===== src/rtl/mcs_pkg.sv =====
package mcs_pkg;
  localparam int NUM_PINS = 4;
  localparam int FN_W     = 3;

  typedef enum logic [FN_W-1:0] {
    FN_CS     = 3'd0,
    FN_GPIO   = 3'd1,
    FN_CAS_HI = 3'd2,
    FN_CAS_LO = 3'd3,
    FN_RAS_HI = 3'd4
  } pin_fn_e;
endpackage


===== src/rtl/mcs_range_dec.sv =====
module mcs_range_dec #(
  parameter int ADDR_W     = 20,
  parameter int MIN_BLK_W  = 13,
  parameter int SIZE_CODES = 7,
  localparam int SZ_W      = $clog2(SIZE_CODES)
) (
  input  logic [ADDR_W-1:0] addr_i,
  input  logic [ADDR_W-1:0] base_i,
  input  logic [SZ_W-1:0]   size_i,
  output logic              in_blk_o,
  output logic [1:0]        quarter_o
);
  logic [SZ_W-1:0]   eff_code;
  logic [ADDR_W-1:0] blk_mask;
  logic [ADDR_W-1:0] offs_q;

  always_comb begin
    eff_code  = (int'(size_i) >= SIZE_CODES) ? SZ_W'(SIZE_CODES - 1) : size_i;
    blk_mask  = {ADDR_W{1'b1}} << (MIN_BLK_W + int'(eff_code));
    in_blk_o  = ((addr_i ^ base_i) & blk_mask) == '0;
    offs_q    = addr_i >> (MIN_BLK_W - 2 + int'(eff_code));
    quarter_o = offs_q[1:0];
  end
endmodule


===== src/rtl/mcs_excl.sv =====
module mcs_excl #(
  parameter int ADDR_W     = 20,
  parameter int PCS_SPAN_W = 10
) (
  input  logic [ADDR_W-1:0] addr_i,
  input  logic [ADDR_W-1:0] upper_base_i,
  input  logic [ADDR_W-1:0] lower_end_i,
  input  logic [ADDR_W-1:0] periph_base_i,
  input  logic              periph_in_mem_i,
  output logic              excl_o
);
  logic in_upper, in_lower, in_periph;

  always_comb begin
    in_upper  = addr_i >= upper_base_i;
    in_lower  = addr_i < lower_end_i;
    in_periph = periph_in_mem_i &&
                ((addr_i >> PCS_SPAN_W) == (periph_base_i >> PCS_SPAN_W));
    excl_o    = in_upper | in_lower | in_periph;
  end
endmodule


===== src/rtl/mcs_pin_map.sv =====
module mcs_pin_map
  import mcs_pkg::*;
(
  input  logic                     whole_range_i,
  input  logic                     dram_lo_en_i,
  input  logic                     dram_hi_en_i,
  output logic [NUM_PINS*FN_W-1:0] pin_fn_o,
  output logic [NUM_PINS-1:0]      cs_ok_o
);
  logic any_dram;
  assign any_dram = dram_lo_en_i | dram_hi_en_i;

  for (genvar g = 0; g < NUM_PINS; g++) begin : g_pin
    pin_fn_e fn;
    if (g == 0) begin : g_base
      assign fn = FN_CS;
    end else if (g < 3) begin : g_cas
      assign fn = any_dram      ? ((g == 1) ? FN_CAS_HI : FN_CAS_LO) :
                  whole_range_i ? FN_GPIO : FN_CS;
    end else begin : g_ras
      assign fn = dram_hi_en_i  ? FN_RAS_HI :
                  whole_range_i ? FN_GPIO : FN_CS;
    end
    assign pin_fn_o[g*FN_W +: FN_W] = fn;
    assign cs_ok_o[g]               = (fn == FN_CS);
  end
endmodule


===== src/rtl/mcs_decoder.sv =====
module mcs_decoder
  import mcs_pkg::*;
#(
  parameter int ADDR_W     = 20,
  parameter int MIN_BLK_W  = 13,
  parameter int SIZE_CODES = 7,
  parameter int PCS_SPAN_W = 10,
  localparam int SZ_W      = $clog2(SIZE_CODES)
) (
  input  logic                     clk_i,
  input  logic                     rst_ni,
  input  logic [ADDR_W-1:0]        addr_i,
  input  logic                     addr_valid_i,
  input  logic [ADDR_W-1:0]        blk_base_i,
  input  logic [SZ_W-1:0]          blk_size_i,
  input  logic                     whole_range_i,
  input  logic                     dram_lo_en_i,
  input  logic                     dram_hi_en_i,
  input  logic                     wide_bus_i,
  input  logic [ADDR_W-1:0]        upper_base_i,
  input  logic [ADDR_W-1:0]        lower_end_i,
  input  logic [ADDR_W-1:0]        periph_base_i,
  input  logic                     periph_in_mem_i,
  output logic [NUM_PINS-1:0]      sel_o,
  output logic                     hit_o,
  output logic [1:0]               quarter_o,
  output logic                     wide_o,
  output logic [NUM_PINS*FN_W-1:0] pin_fn_o
);
  logic                in_blk, excl, hit_d;
  logic [1:0]          quarter;
  logic [NUM_PINS-1:0] cs_ok, sel_d;

  mcs_range_dec #(.ADDR_W(ADDR_W), .MIN_BLK_W(MIN_BLK_W), .SIZE_CODES(SIZE_CODES)) u_range (
    .addr_i   (addr_i),
    .base_i   (blk_base_i),
    .size_i   (blk_size_i),
    .in_blk_o (in_blk),
    .quarter_o(quarter)
  );

  mcs_excl #(.ADDR_W(ADDR_W), .PCS_SPAN_W(PCS_SPAN_W)) u_excl (
    .addr_i         (addr_i),
    .upper_base_i   (upper_base_i),
    .lower_end_i    (lower_end_i),
    .periph_base_i  (periph_base_i),
    .periph_in_mem_i(periph_in_mem_i),
    .excl_o         (excl)
  );

  mcs_pin_map u_pins (
    .whole_range_i(whole_range_i),
    .dram_lo_en_i (dram_lo_en_i),
    .dram_hi_en_i (dram_hi_en_i),
    .pin_fn_o     (pin_fn_o),
    .cs_ok_o      (cs_ok)
  );

  always_comb begin
    hit_d = addr_valid_i & in_blk & ~excl;
    sel_d = '0;
    if (hit_d) begin
      if (whole_range_i) sel_d[0] = 1'b1;
      else               sel_d = (NUM_PINS'(1) << quarter) & cs_ok;
    end
  end

  // Registered on the address phase edge
  always_ff @(posedge clk_i or negedge rst_ni) begin
    if (!rst_ni) begin
      sel_o     <= '0;
      hit_o     <= 1'b0;
      quarter_o <= '0;
      wide_o    <= 1'b0;
    end else begin
      sel_o     <= sel_d;
      hit_o     <= hit_d;
      quarter_o <= hit_d ? quarter : 2'd0;
      wide_o    <= hit_d & wide_bus_i;
    end
  end
endmodule


===== config.mk =====
export PLATFORM = sky130hd
export DESIGN_NAME = mcs_decoder
export DESIGN_NICKNAME = d
export VERILOG_FILES = /design/src/rtl/mcs_pkg.sv /design/src/rtl/mcs_range_dec.sv /design/src/rtl/mcs_excl.sv /design/src/rtl/mcs_pin_map.sv /design/src/rtl/mcs_decoder.sv
export SDC_FILE = /design/constraint.sdc
export NUM_CORES = 1
export LEC_CHECK = 0
export BUFFER_PORTS_ARGS = -buffer_cell sky130_fd_sc_hd__buf_2
export CORE_ASPECT_RATIO = 1.4
export CORE_UTILIZATION = 35
export DETAILED_ROUTE_END_ITERATION = 10
export PLACE_DENSITY = 0.68
export SYNTH_ARGS = -nofsm -noshare
export SYNTH_HDL_FRONTEND = slang
export SYNTH_HIERARCHICAL = 1
export SYNTH_SLANG_ARGS = --single-unit

===== constraint.sdc =====
create_clock -name clk_i -period 0.8 [get_ports clk_i]
set_input_delay 0.16 -clock clk_i [delete_from_list [all_inputs] [get_ports clk_i]]
set_output_delay 0.16 -clock clk_i [all_outputs]
set_load 0.005 [all_outputs]

==> summary.md, run 1 <==
| Metric | Value |
|---|---|
| Overall Global Routing Usage | `19.30%` |
| Multi-input logic area | `1687 sq um` |
| Largest net degree at the start of global routing | `9` |
| Share of layout cells above drive strength 1 | `44.39%` |
| Post-synthesis share of cell area spent on xor and xnor gates | `12.76%` |
| Syn Std Cell Area | `2059 sq um` |
| Failing checks | `negative setup slack` |
| Synth Warn # | `6` |
| Area added between synthesis and finish | `53.40%` |
| Row count | `32` |
| WL/cell | `12.08 um` |
| Dpl hpwl | `5252 um` |
| Initial core utilization | `36.74%` |
| VDD IR max | `0.3417 mV` |
| Setup violations, final | `19` |
| CP max FO | `3` |
| Synth top area cells | `ha_1, xnor2_1, dfrtp_1` |
| Vias per cell | `4.862` |
| First DRT Iteration DRCs | `47` |
| Critical path launch point | `blk_size_i[2]` |
| RSZ-0062 raised after global routing | `yes` |
| Most common flop cell mapped by yosys | `dfrtp_1` |
| I/O Pins | `131` |
| Routability cong. | `0.8004` |
| Fin nets | `573` |
| Initial antenna violation count | `0` |
| Post-synth EDFFs | `0` |
| Final Critical Period | `1.898 ns` |
| P per Cell Area | `753.9 nW/um^2` |
| Gate Count Post-Synth | `264` |
| Post-Synth Simple-Gate Area | `16.59%` |
| Post-synthesis average cell area | `7.801 sq um` |
| CTS tree | `yes` |
| TritonRoute pass-1 iters | `4` |
| Drt drc | `0` |
| CP endpoint | `sel_o[1]` |
| Top cell type's share of synthesized area | `24.91%` |
| I/O Buffers | `114` |
| Compound-Gate Fraction of Synth Area | `18.23%` |
| Crit. End Element | `register` |
| Final core utilization | `56.36%` |
| Max-slew violations | `0` |
| # diodes | `0` |
| Drt total wl | `5882 um` |
| Core Region | `5605 sq um` |
| Seq/Total Area, Yosys | `9.721%` |
| Antenna-violating nets left | `0` |
| Mux share of post-synthesis cell area | `3.159%` |
| CTS H-Tree Depth | `1` |
| Global route total overflow | `0` |
| Beginning of the worst hold path | `wide_bus_i` |
| Library cells used by synthesis | `52` |
| Vias in the first global route | `2378` |
| Worst hold path class | `in2reg` |
| Vias | `2368` |
| Top cell type by total area after synthesis | `ha_1` |
| Final instance area | `3159 sq um` |
| Final WS setup | `-1.098 ns` |
| Clock transition at path regs | `0.04 ns` |
| Tcrit/Tclk final | `237.3%` |
| DP Area | `2938 sq um` |
| Pleak | `1.786 nW` |
| Reg area | `200.2 sq um` |
| Critical path data required time | `0.97 ns` |
| Die Wd | `66.83 um` |
| Fmax | `526.8 MHz` |
| Flop and latch count out of synthesis | `8` |
| Setup crit start kind | `input pin` |
| Num CTS Buffers | `3` |
| Main combinational cell family by area after synthesis | `adder cells` |
| Crit path kind | `in2reg` |
| First-pass GRT wire length | `9473 um` |
| Synth Area in Adders | `24.91%` |
| Status | `complete, but fails checks` |
| Fillers | `552` |
| DIE HEIGHT | `92.76 um` |
| Max-cap violations | `0` |
| CTS Buffer Depth | `2` |
| Ys async rst share | `100.0%` |
| Die Footprint | `6199 sq um` |
| Arrival time worst endpoint | `2.06 ns` |
| Clock root buffer | `clkbuf_8` |
| Final Hold Vio Count | `0` |
| # clock sinks | `8` |
layout by cell type (no fill, tap or decap), drive strengths merged, types with 3 or more instances in the layout:
| cell type | Yosys | routed |
|---|---|---|
| clkbuf | 1 | 3 |
| nor2 | 9 | 9 |
| and3 | 3 | 3 |
| a211o | 4 | 4 |
| a31oi | 3 | 3 |
| a21o | 6 | 6 |
| o21ai | 12 | 12 |
| nand2 | 11 | 11 |
| nand4 | 7 | 7 |
| nand3 | 6 | 6 |
| inv | 45 | 45 |
| a21oi | 20 | 20 |
| nor3 | 3 | 3 |
| buf | 15 | 162 |
| ha | 41 | 41 |
| xor2 | 6 | 6 |
| dfrtp | 8 | 8 |
| xnor2 | 24 | 24 |
| and2 | 3 | 3 |
| conb | 2 | 7 |
logic make-up after synthesis:
logic type / count (synthesis)
DFF: 8
and+or+nand+nor: 60
muxes: 4
xor gates and xnor gates: 30
other: 2
AOI/OAI and AO/OA: 58
adders and majority gates: 41
buffers and inverters: 61
worst max-delay path: stages:
cell      delay [ns]
buf_6           0.09
buf_4           0.13
a21oi_2         0.16
ha_4            0.15
o21ai_0         0.08
a211o_1         0.29
a211o_1         0.27
a311oi_2        0.27
and4b_2         0.28
and3_4          0.17
sequential cells by signal, indices dropped and copies added, names as in the netlist:
name       flops
wide_o         1
hit_o          1
sel_o          4
quarter_o      2
how the worst min path moves through the flow:
stage,cells past startpoint,endpoint,slack (ns)
floorplan,0,hit_o,-0.14
global placement,1,wide_o,-0.0006
detailed placement,1,sel_o[2],0.006
CTS,2,wide_o,0.17
global route,2,wide_o,0.17
finish,2,wide_o,0.17
metrics by stage:
| stage | hold WS [ns] | power (mW) | cells | setup slack [ns] | setup TNS (ns) |
|---|---|---|---|---|---|
| 2_1_floorplan | -0.1356 | 1.177 | 269 | -1.229 | -9.333 |
| 3_3_place_gp | -0.0006003 | 1.759 | 478 | -1.419 | -11.03 |
| 3_5_place_dp | 0.006351 | 1.800 | 478 | -1.511 | -11.67 |
| 4_1_cts | 0.1673 | 2.360 | 487 | -1.087 | -8.946 |
| 5_1_grt | 0.1651 | 2.604 | 487 | -1.204 | -10.10 |
| 6_report | 0.1681 | 2.382 | 487 | -1.098 | -9.012 |
routing by layer:
layer  track usage, %  vias to the layer above  wire length [um]
met3            1.724                       16               286
met2            38.80                       83              3191
li1                 -                     1215                 -
met5                0                        -                 0
met1            19.44                     1054              2249
met4            6.738                        0               155
synth_stat cells (2+ instances only):
| cell | number |
|---|---|
| nand2b_1 | 2 |
| xor2_1 | 6 |
| inv_1 | 44 |
| nor3b_1 | 2 |
| nor4_1 | 2 |
| dfrtp_1 | 8 |
| a31oi_1 | 3 |
| o211ai_1 | 2 |
| nor3_1 | 3 |
| a211o_1 | 4 |
| and3_1 | 3 |
| mux4_2 | 2 |
| nand3_1 | 6 |
| buf_6 | 3 |
| nor2b_1 | 2 |
| nand4_1 | 7 |
| a21oi_1 | 20 |
| buf_4 | 11 |
| mux2i_1 | 2 |
| nand2_1 | 11 |
| xnor2_1 | 24 |
| and2_2 | 2 |
| conb_1 | 2 |
| and4_1 | 2 |
| a21o_1 | 6 |
| ha_1 | 41 |
| o21ai_0 | 11 |
| nor2_1 | 9 |
report_power, final:
part,switching (mW),internal (mW),total [mW]
combinational,0.683,0.815,1.50
clock,0.148,0.325,0.473
sequential,0.00108,0.411,0.412
total,0.832,1.55,2.38
what timing repair did:
| action | 4_1_cts | 5_1_grt |
|---|---|---|
| hold buffers | 1 | 0 |
| pin swaps | 13 | 5 |
| hold endpoints to repair | 8 | 0 |
| gates resized for setup | 15 | 10 |
| setup buffers | 5 | 0 |
| endpoints found under the setup margin | 20 | 20 |
area by class of cell:
class / instances / share of cell area, %
multi-input cells: 200 / 53.39
repair buffers: 163 / 30.93
flip-flops and latches: 8 / 6.337
inverters: 45 / 5.347
well taps: 68 / 2.693
clock buffers: 3 / 1.307
(Power assumes the default switching activity.)
==> run 2: changes to the inputs <==
--- a/config.mk
+++ b/config.mk
@@ -5,11 +5,10 @@
 export SDC_FILE = /design/constraint.sdc
 export NUM_CORES = 1
 export LEC_CHECK = 0
-export BUFFER_PORTS_ARGS = -buffer_cell sky130_fd_sc_hd__buf_2
 export CORE_ASPECT_RATIO = 1.4
 export CORE_UTILIZATION = 35
 export DETAILED_ROUTE_END_ITERATION = 10
-export PLACE_DENSITY = 0.68
+export DONT_BUFFER_PORTS = 1
 export SYNTH_ARGS = -nofsm -noshare
 export SYNTH_HDL_FRONTEND = slang
 export SYNTH_HIERARCHICAL = 1
==> run 2 against run 1 <==
The flow still finishes with violations (negative setup slack). Sequential power is essentially flat. Core utilization shrank 16 points. Worst setup slack gained 0.12 ns. Sequential cell count is the same. Sequential share of layout area grew 2.5 points. Hold slack lost 0.10 ns. Clock power shrank 2%. First-iteration DRC count shrank 28%. Non-clock buffer count shrank 144. Combinational power shrank 37%.
==> summary.md, run 2 (synthesis gave the netlist of run 1 again) <==
| Metric | Value |
|---|---|
| Initial antenna violation count | `0 (unchanged)` |
| Vias in the first global route | `1800 (-24%)` |
| Area added between synthesis and finish | `10.51%` |
| Setup violations, final | `8 (-11)` |
| I/O Pins | `131 (unchanged)` |
| DP Area | `2157 sq um (-27%)` |
| Max-slew violations | `0 (unchanged)` |
| Drt total wl | `5096 um (-13%)` |
| TritonRoute pass-1 iters | `4 (unchanged)` |
| Beginning of the worst hold path | `whole_range_i` |
| # diodes | `0 (unchanged)` |
| Largest register by flop count | `sel_o` |
| Dpl hpwl | `4494 um (-14%)` |
| Final WS setup | `-0.9801 ns (+0.1182 ns)` |
| Hold endpoint | `sel_o[0]` |
| Total power | `1.818 mW (-24%)` |
| Placed Instances | `336 (-30%)` |
| P per Cell Area | `798.9 nW/um^2 (+6.0%)` |
| Place WS | `-1.375 ns (+0.1360 ns)` |
| Share of layout cells above drive strength 1 | `12.00% (-32 points)` |
| Fillers | `594 (+7.6%)` |
| Setup crit start kind | `input pin` |
| Tcrit/Tclk final | `222.5% (-15 points)` |
| WL/cell | `14.86 um (+23%)` |
| Core Region | `5605 sq um (unchanged)` |
| Fin cells | `343 (-30%)` |
| Row count | `32 (unchanged)` |
| CTS tree | `yes` |
| Drt drc | `0 (unchanged)` |
| CP max FO | `12 (+9)` |
| # clock sinks | `8 (unchanged)` |
| Die Footprint | `6199 sq um (unchanged)` |
| Final core utilization | `40.60% (-16 points)` |
| Arrival time worst endpoint | `1.94 ns (-0.12 ns)` |
| Initial core utilization | `36.74% (unchanged)` |
| Final Critical Period | `1.780 ns (-0.1182 ns)` |
| Crit path kind | `in2reg` |
| Critical path data required time | `0.96 ns (about the same)` |
| First-pass GRT wire length | `7921 um (-16%)` |
| Post-Route Setup TNS | `-7.379 ns (+1.633 ns)` |
| Largest net degree at the start of global routing | `13 (+4)` |
| Crit. End Element | `register` |
| Hold_ws | `0.06844 ns (-0.09968 ns)` |
| Max-cap violations | `0 (unchanged)` |
| Commonest non-fill, non-tap cell in the layout | `inv_1` |
| VDD IR max | `0.3749 mV (+9.7%)` |
| Pleak | `1.168 nW (-35%)` |
| Final Hold Vio Count | `0 (unchanged)` |
| Worst hold path class | `in2reg` |
| Fmax | `561.8 MHz (+6.6%)` |
| Antenna-violating nets left | `0 (unchanged)` |
| CTS H-Tree Depth | `1 (unchanged)` |
| Vias | `1814 (-23%)` |
| Global route total overflow | `0 (unchanged)` |
| Clock transition at path regs | `0.04 ns (about the same)` |
| Vias per cell | `5.289 (+8.8%)` |
| Die Wd | `66.83 um (unchanged)` |
| DIE HEIGHT | `92.76 um (unchanged)` |
| Routability cong. | `0.8564 (+7.0%)` |
| Final instance area | `2276 sq um (-28%)` |
| First DRT Iteration DRCs | `34 (-28%)` |
| Clock root buffer | `clkbuf_8` |
| Overall Global Routing Usage | `16.48% (-2.8 points)` |
| RSZ-0062 raised after global routing | `yes` |
| Top Registers | `sel_o (4), quarter_o (2)` |
| Hold depth | `1 (-1)` |
| Fin nets | `429 (-25%)` |
| CTS Buffer Depth | `2 (unchanged)` |
| Largest register FFs | `4 (unchanged)` |
| Failing checks | `negative setup slack` |
| I/O Buffers | `0 (-100%)` |
| Num CTS Buffers | `3 (unchanged)` |
| Status | `complete, but fails checks` |
| Commonest non-fill, non-tap cells in the layout | `inv_1, ha_1, xnor2_1` |
run 2: cell count changes in the layout (fill, tap and decap cells not counted), sizes merged:
| cell | previous run | this run |
|---|---|---|
| buf | 162 | 18 |
run 2: power by group:
part | internal, mW | switching [mW]
combinational | 0.513 | 0.429
sequential | 0.411 | 0.00188
clock | 0.324 | 0.140
total | 1.25 | 0.570
run 2: cell type report:
class / instances / area [sq um] / share of cell area, %
Clock buffer: 3 / 41.29 / 1.814
Inverter: 45 / 168.9 / 7.422
Timing Repair Buffer: 19 / 148.9 / 6.542
Multi-Input combinational cell: 200 / 1632 / 71.69
Sequential cell: 8 / 200.2 / 8.796
Tap cell: 68 / 85.08 / 3.738
run 2: how the worst max path moves through the flow:
| stage | from | endpoint | slack (ns) | cells after the start |
|---|---|---|---|---|
| 5_1_grt | blk_size_i[2] | sel_o[2] | -1.14 | 9 |
| 6_report | blk_size_i[2] | sel_o[1] | -0.98 | 9 |
| 4_1_cts | blk_size_i[2] | sel_o[2] | -0.97 | 9 |
| 2_1_floorplan | blk_size_i[0] | sel_o[2] | -1.23 | 11 |
| 3_5_place_dp | blk_size_i[2] | sel_o[2] | -1.38 | 9 |
| 3_3_place_gp | blk_size_i[2] | sel_o[2] | -1.27 | 9 |
run 2: layer usage:
metal / vias to the layer above / GRT usage, % / routed length [um]
met2: 90 / 32.15 / 2743
met3: 4 / 4.557 / 433
li1: 923 / - / -
met5: - / 0 / 0
met4: 0 / 4.255 / 36
met1: 797 / 16.25 / 1883
run 2: worst max-delay path, stage by stage:
cell and delay [ns]:
nand3b_1 0.20, ha_4 0.29, nor2_1 0.13, a311oi_1 0.06, a21o_1 0.15, a211o_1 0.23
a311oi_2 0.26, and4b_2 0.29, and3_1 0.16
run 2: timing repair:
item,in CTS,in global routing
hold buffers,1,0
hold endpoints to repair,8,0
gates cloned,0,0
gates resized for setup,4,2
endpoints found under the setup margin,8,8
setup buffers,1,2
pin swaps,5,1
==> run 3: changes to the inputs <==
--- a/config.mk
+++ b/config.mk
@@ -5,10 +5,13 @@
 export SDC_FILE = /design/constraint.sdc
 export NUM_CORES = 1
 export LEC_CHECK = 0
+export CELL_PAD_IN_SITES_DETAIL_PLACEMENT = 1
+export CELL_PAD_IN_SITES_GLOBAL_PLACEMENT = 1
 export CORE_ASPECT_RATIO = 1.4
 export CORE_UTILIZATION = 35
 export DETAILED_ROUTE_END_ITERATION = 10
 export DONT_BUFFER_PORTS = 1
+export PLACE_DENSITY_LB_ADDON = 0.1
 export SYNTH_ARGS = -nofsm -noshare
 export SYNTH_HDL_FRONTEND = slang
 export SYNTH_HIERARCHICAL = 1
==> run 3 against run 2 <==
The run still ends with negative setup slack left. Hold slack gained 0.0027 ns. Sequential cell count is the same. Routed wire length grew 6.8%. Clock power shrank 0.9%. Design area grew 0.99%. First-iteration DRC count shrank 44%. Die area is the same. Via count grew 2.5%. Combinational power grew 5.1%. Critical path type unchanged.
==> summary.md, run 3 (synthesis gave the netlist of run 1 again) <==
| Metric | Value |
|---|---|
| Row count | `32 (unchanged)` |
| Fillers | `697 (+17%)` |
| Critical path buffer and inverter count | `0 (unchanged)` |
| Initial antenna violation count | `0 (unchanged)` |
| Core Region | `5605 sq um (unchanged)` |
| Dpl hpwl | `5006 um (+11%)` |
| I/O Pins | `131 (unchanged)` |
| Largest net degree at the start of global routing | `13 (unchanged)` |
| Vias per cell | `5.420 (+2.5%)` |
| Critical path data required time | `0.96 ns (about the same)` |
| Vias | `1859 (+2.5%)` |
| Final Critical Period | `1.794 ns (+0.01424 ns)` |
| First-pass GRT wire length | `8707 um (+9.9%)` |
| VDD IR max | `0.4297 mV (+15%)` |
| Worst-path cell with the longest stage delay | `ha_4` |
| # diodes | `0 (unchanged)` |
| Beginning of the worst hold path | `whole_range_i` |
| Max-cap violations | `0 (unchanged)` |
| WL/cell | `15.87 um (+6.8%)` |
| Fmax | `557.3 MHz (-0.79%)` |
| Place WS | `-1.414 ns (-0.03864 ns)` |
| Die Wd | `66.83 um (unchanged)` |
| Hold depth | `1 (unchanged)` |
| Fin nets | `429 (unchanged)` |
| Routability cong. | `0.7869 (-8.1%)` |
| Hold_ws | `0.07118 ns (+0.002745 ns)` |
| Total power | `1.863 mW (+2.4%)` |
| First DRT Iteration DRCs | `19 (-44%)` |
| Clock root buffer | `clkbuf_8` |
| Tcrit/Tclk final | `224.3% (+1.8 points)` |
| Antenna-violating nets left | `0 (unchanged)` |
| Share of layout cells above drive strength 1 | `13.82% (+1.8 points)` |
| CP max FO | `12 (unchanged)` |
| Commonest non-fill, non-tap cell in the layout | `inv_1` |
| Crit path kind | `in2reg` |
| Drt total wl | `5444 um (+6.8%)` |
| CTS Buffer Depth | `2 (unchanged)` |
| Setup crit start kind | `input pin` |
| CP cell instances | `nand3b_1, ha_4, nor2_1, a311oi_1, a21o_1, a211o_1, a311oi_2, and3b_2, and4b_1` |
| Failing checks | `negative setup slack` |
| Final Hold Vio Count | `0 (unchanged)` |
| Arrival time worst endpoint | `1.95 ns (about the same)` |
| Global route total overflow | `0 (unchanged)` |
| Largest register FFs | `4 (unchanged)` |
| Num CTS Buffers | `3 (unchanged)` |
| CTS tree | `yes` |
| Initial core utilization | `36.74% (unchanged)` |
| Clock transition at path regs | `0.04 ns (about the same)` |
| I/O Buffers | `0 (unchanged)` |
| Max-slew violations | `0 (unchanged)` |
| Die Footprint | `6199 sq um (unchanged)` |
| CP top delay family | `simple AND/OR/NAND/NOR gates` |
| Status | `complete, but fails checks` |
| RSZ-0062 raised after global routing | `yes` |
| # clock sinks | `8 (unchanged)` |
| Commonest non-fill, non-tap cells in the layout | `inv_1, ha_1, xnor2_1` |
| Multi-input logic area | `1658 sq um (+1.6%)` |
| Top Registers | `sel_o (4), quarter_o (2)` |
| Pleak | `1.173 nW (+0.44%)` |
| Largest register by flop count | `sel_o` |
| Hold endpoint | `sel_o[0]` |
| Vias in the first global route | `1974 (+9.7%)` |
| Worst hold path class | `in2reg` |
| Setup violations, final | `8 (unchanged)` |
| Final WS setup | `-0.9943 ns (-0.01424 ns)` |
| Drt drc | `0 (unchanged)` |
| Area added between synthesis and finish | `11.60%` |
| CTS H-Tree Depth | `1 (unchanged)` |
| TritonRoute pass-1 iters | `4 (unchanged)` |
| DIE HEIGHT | `92.76 um (unchanged)` |
| Reg area | `200.2 sq um (unchanged)` |
| Overall Global Routing Usage | `18.15% (+1.7 points)` |
| CP max stage delay | `0.30 ns (about the same)` |
| P per Cell Area | `810.4 nW/um^2 (+1.4%)` |
| Crit. End Element | `register` |
-- run 3: final cells by class --
cell class	count	share of cell area (%)
multi-input cells	200	72.13
flip-flops and latches	8	8.710
inverters	45	7.349
repair buffers	19	6.315
well taps	68	3.702
clock buffers	3	1.796
-- run 3: power breakdown --
group / switching (mW) / internal (mW)
Sequential: 0.00175 / 0.411
Combinational: 0.454 / 0.535
Clock: 0.137 / 0.324
Total: 0.593 / 1.27
-- run 3: how the worst max path moves through the flow --
stage                              from       end  slack [ns]  cells past startpoint
after floorplan           blk_size_i[0]  sel_o[2]       -1.23                     11
after CTS                 blk_size_i[2]  sel_o[2]       -0.98                      9
after global routing      blk_size_i[2]  sel_o[2]       -1.12                      9
after detailed placement  blk_size_i[2]  sel_o[2]       -1.41                      9
after global placement    blk_size_i[2]  sel_o[2]       -1.32                      9
final                     blk_size_i[2]  sel_o[2]       -0.99                      9
-- run 3: per-stage QoR --
stage / std cells / setup TNS, ns / util, % / cell area, sq um
floorplan: 269 / -9.333 / - / 2100
global route: 343 / -8.554 / 41.00 / 2298
finish: 343 / -7.509 / 41.00 / 2298
detailed placement: 337 / -10.69 / 38.62 / 2165
CTS: 342 / -7.315 / 40.38 / 2263
global placement: 337 / -10.02 / 38.62 / 2165
-- run 3: routing by layer --
| layer | up-vias | GRT usage [%] | share of wire [%] |
|---|---|---|---|
| li1 | 923 | - | - |
| met1 | 870 | 17.74 | 37 |
| met2 | 64 | 37.88 | 56 |
| met3 | 2 | 2.709 | 6.0 |
| met4 | 0 | 3.191 | 0.31 |
| met5 | - | 0 | 0 |
-- run 3: timing repair --
action,in CTS,in global routing
gates resized for setup,9,5
setup buffers,1,1
pin swaps,7,3
hold buffers,1,0
hold endpoints to repair,8,0
endpoints found under the setup margin,8,8
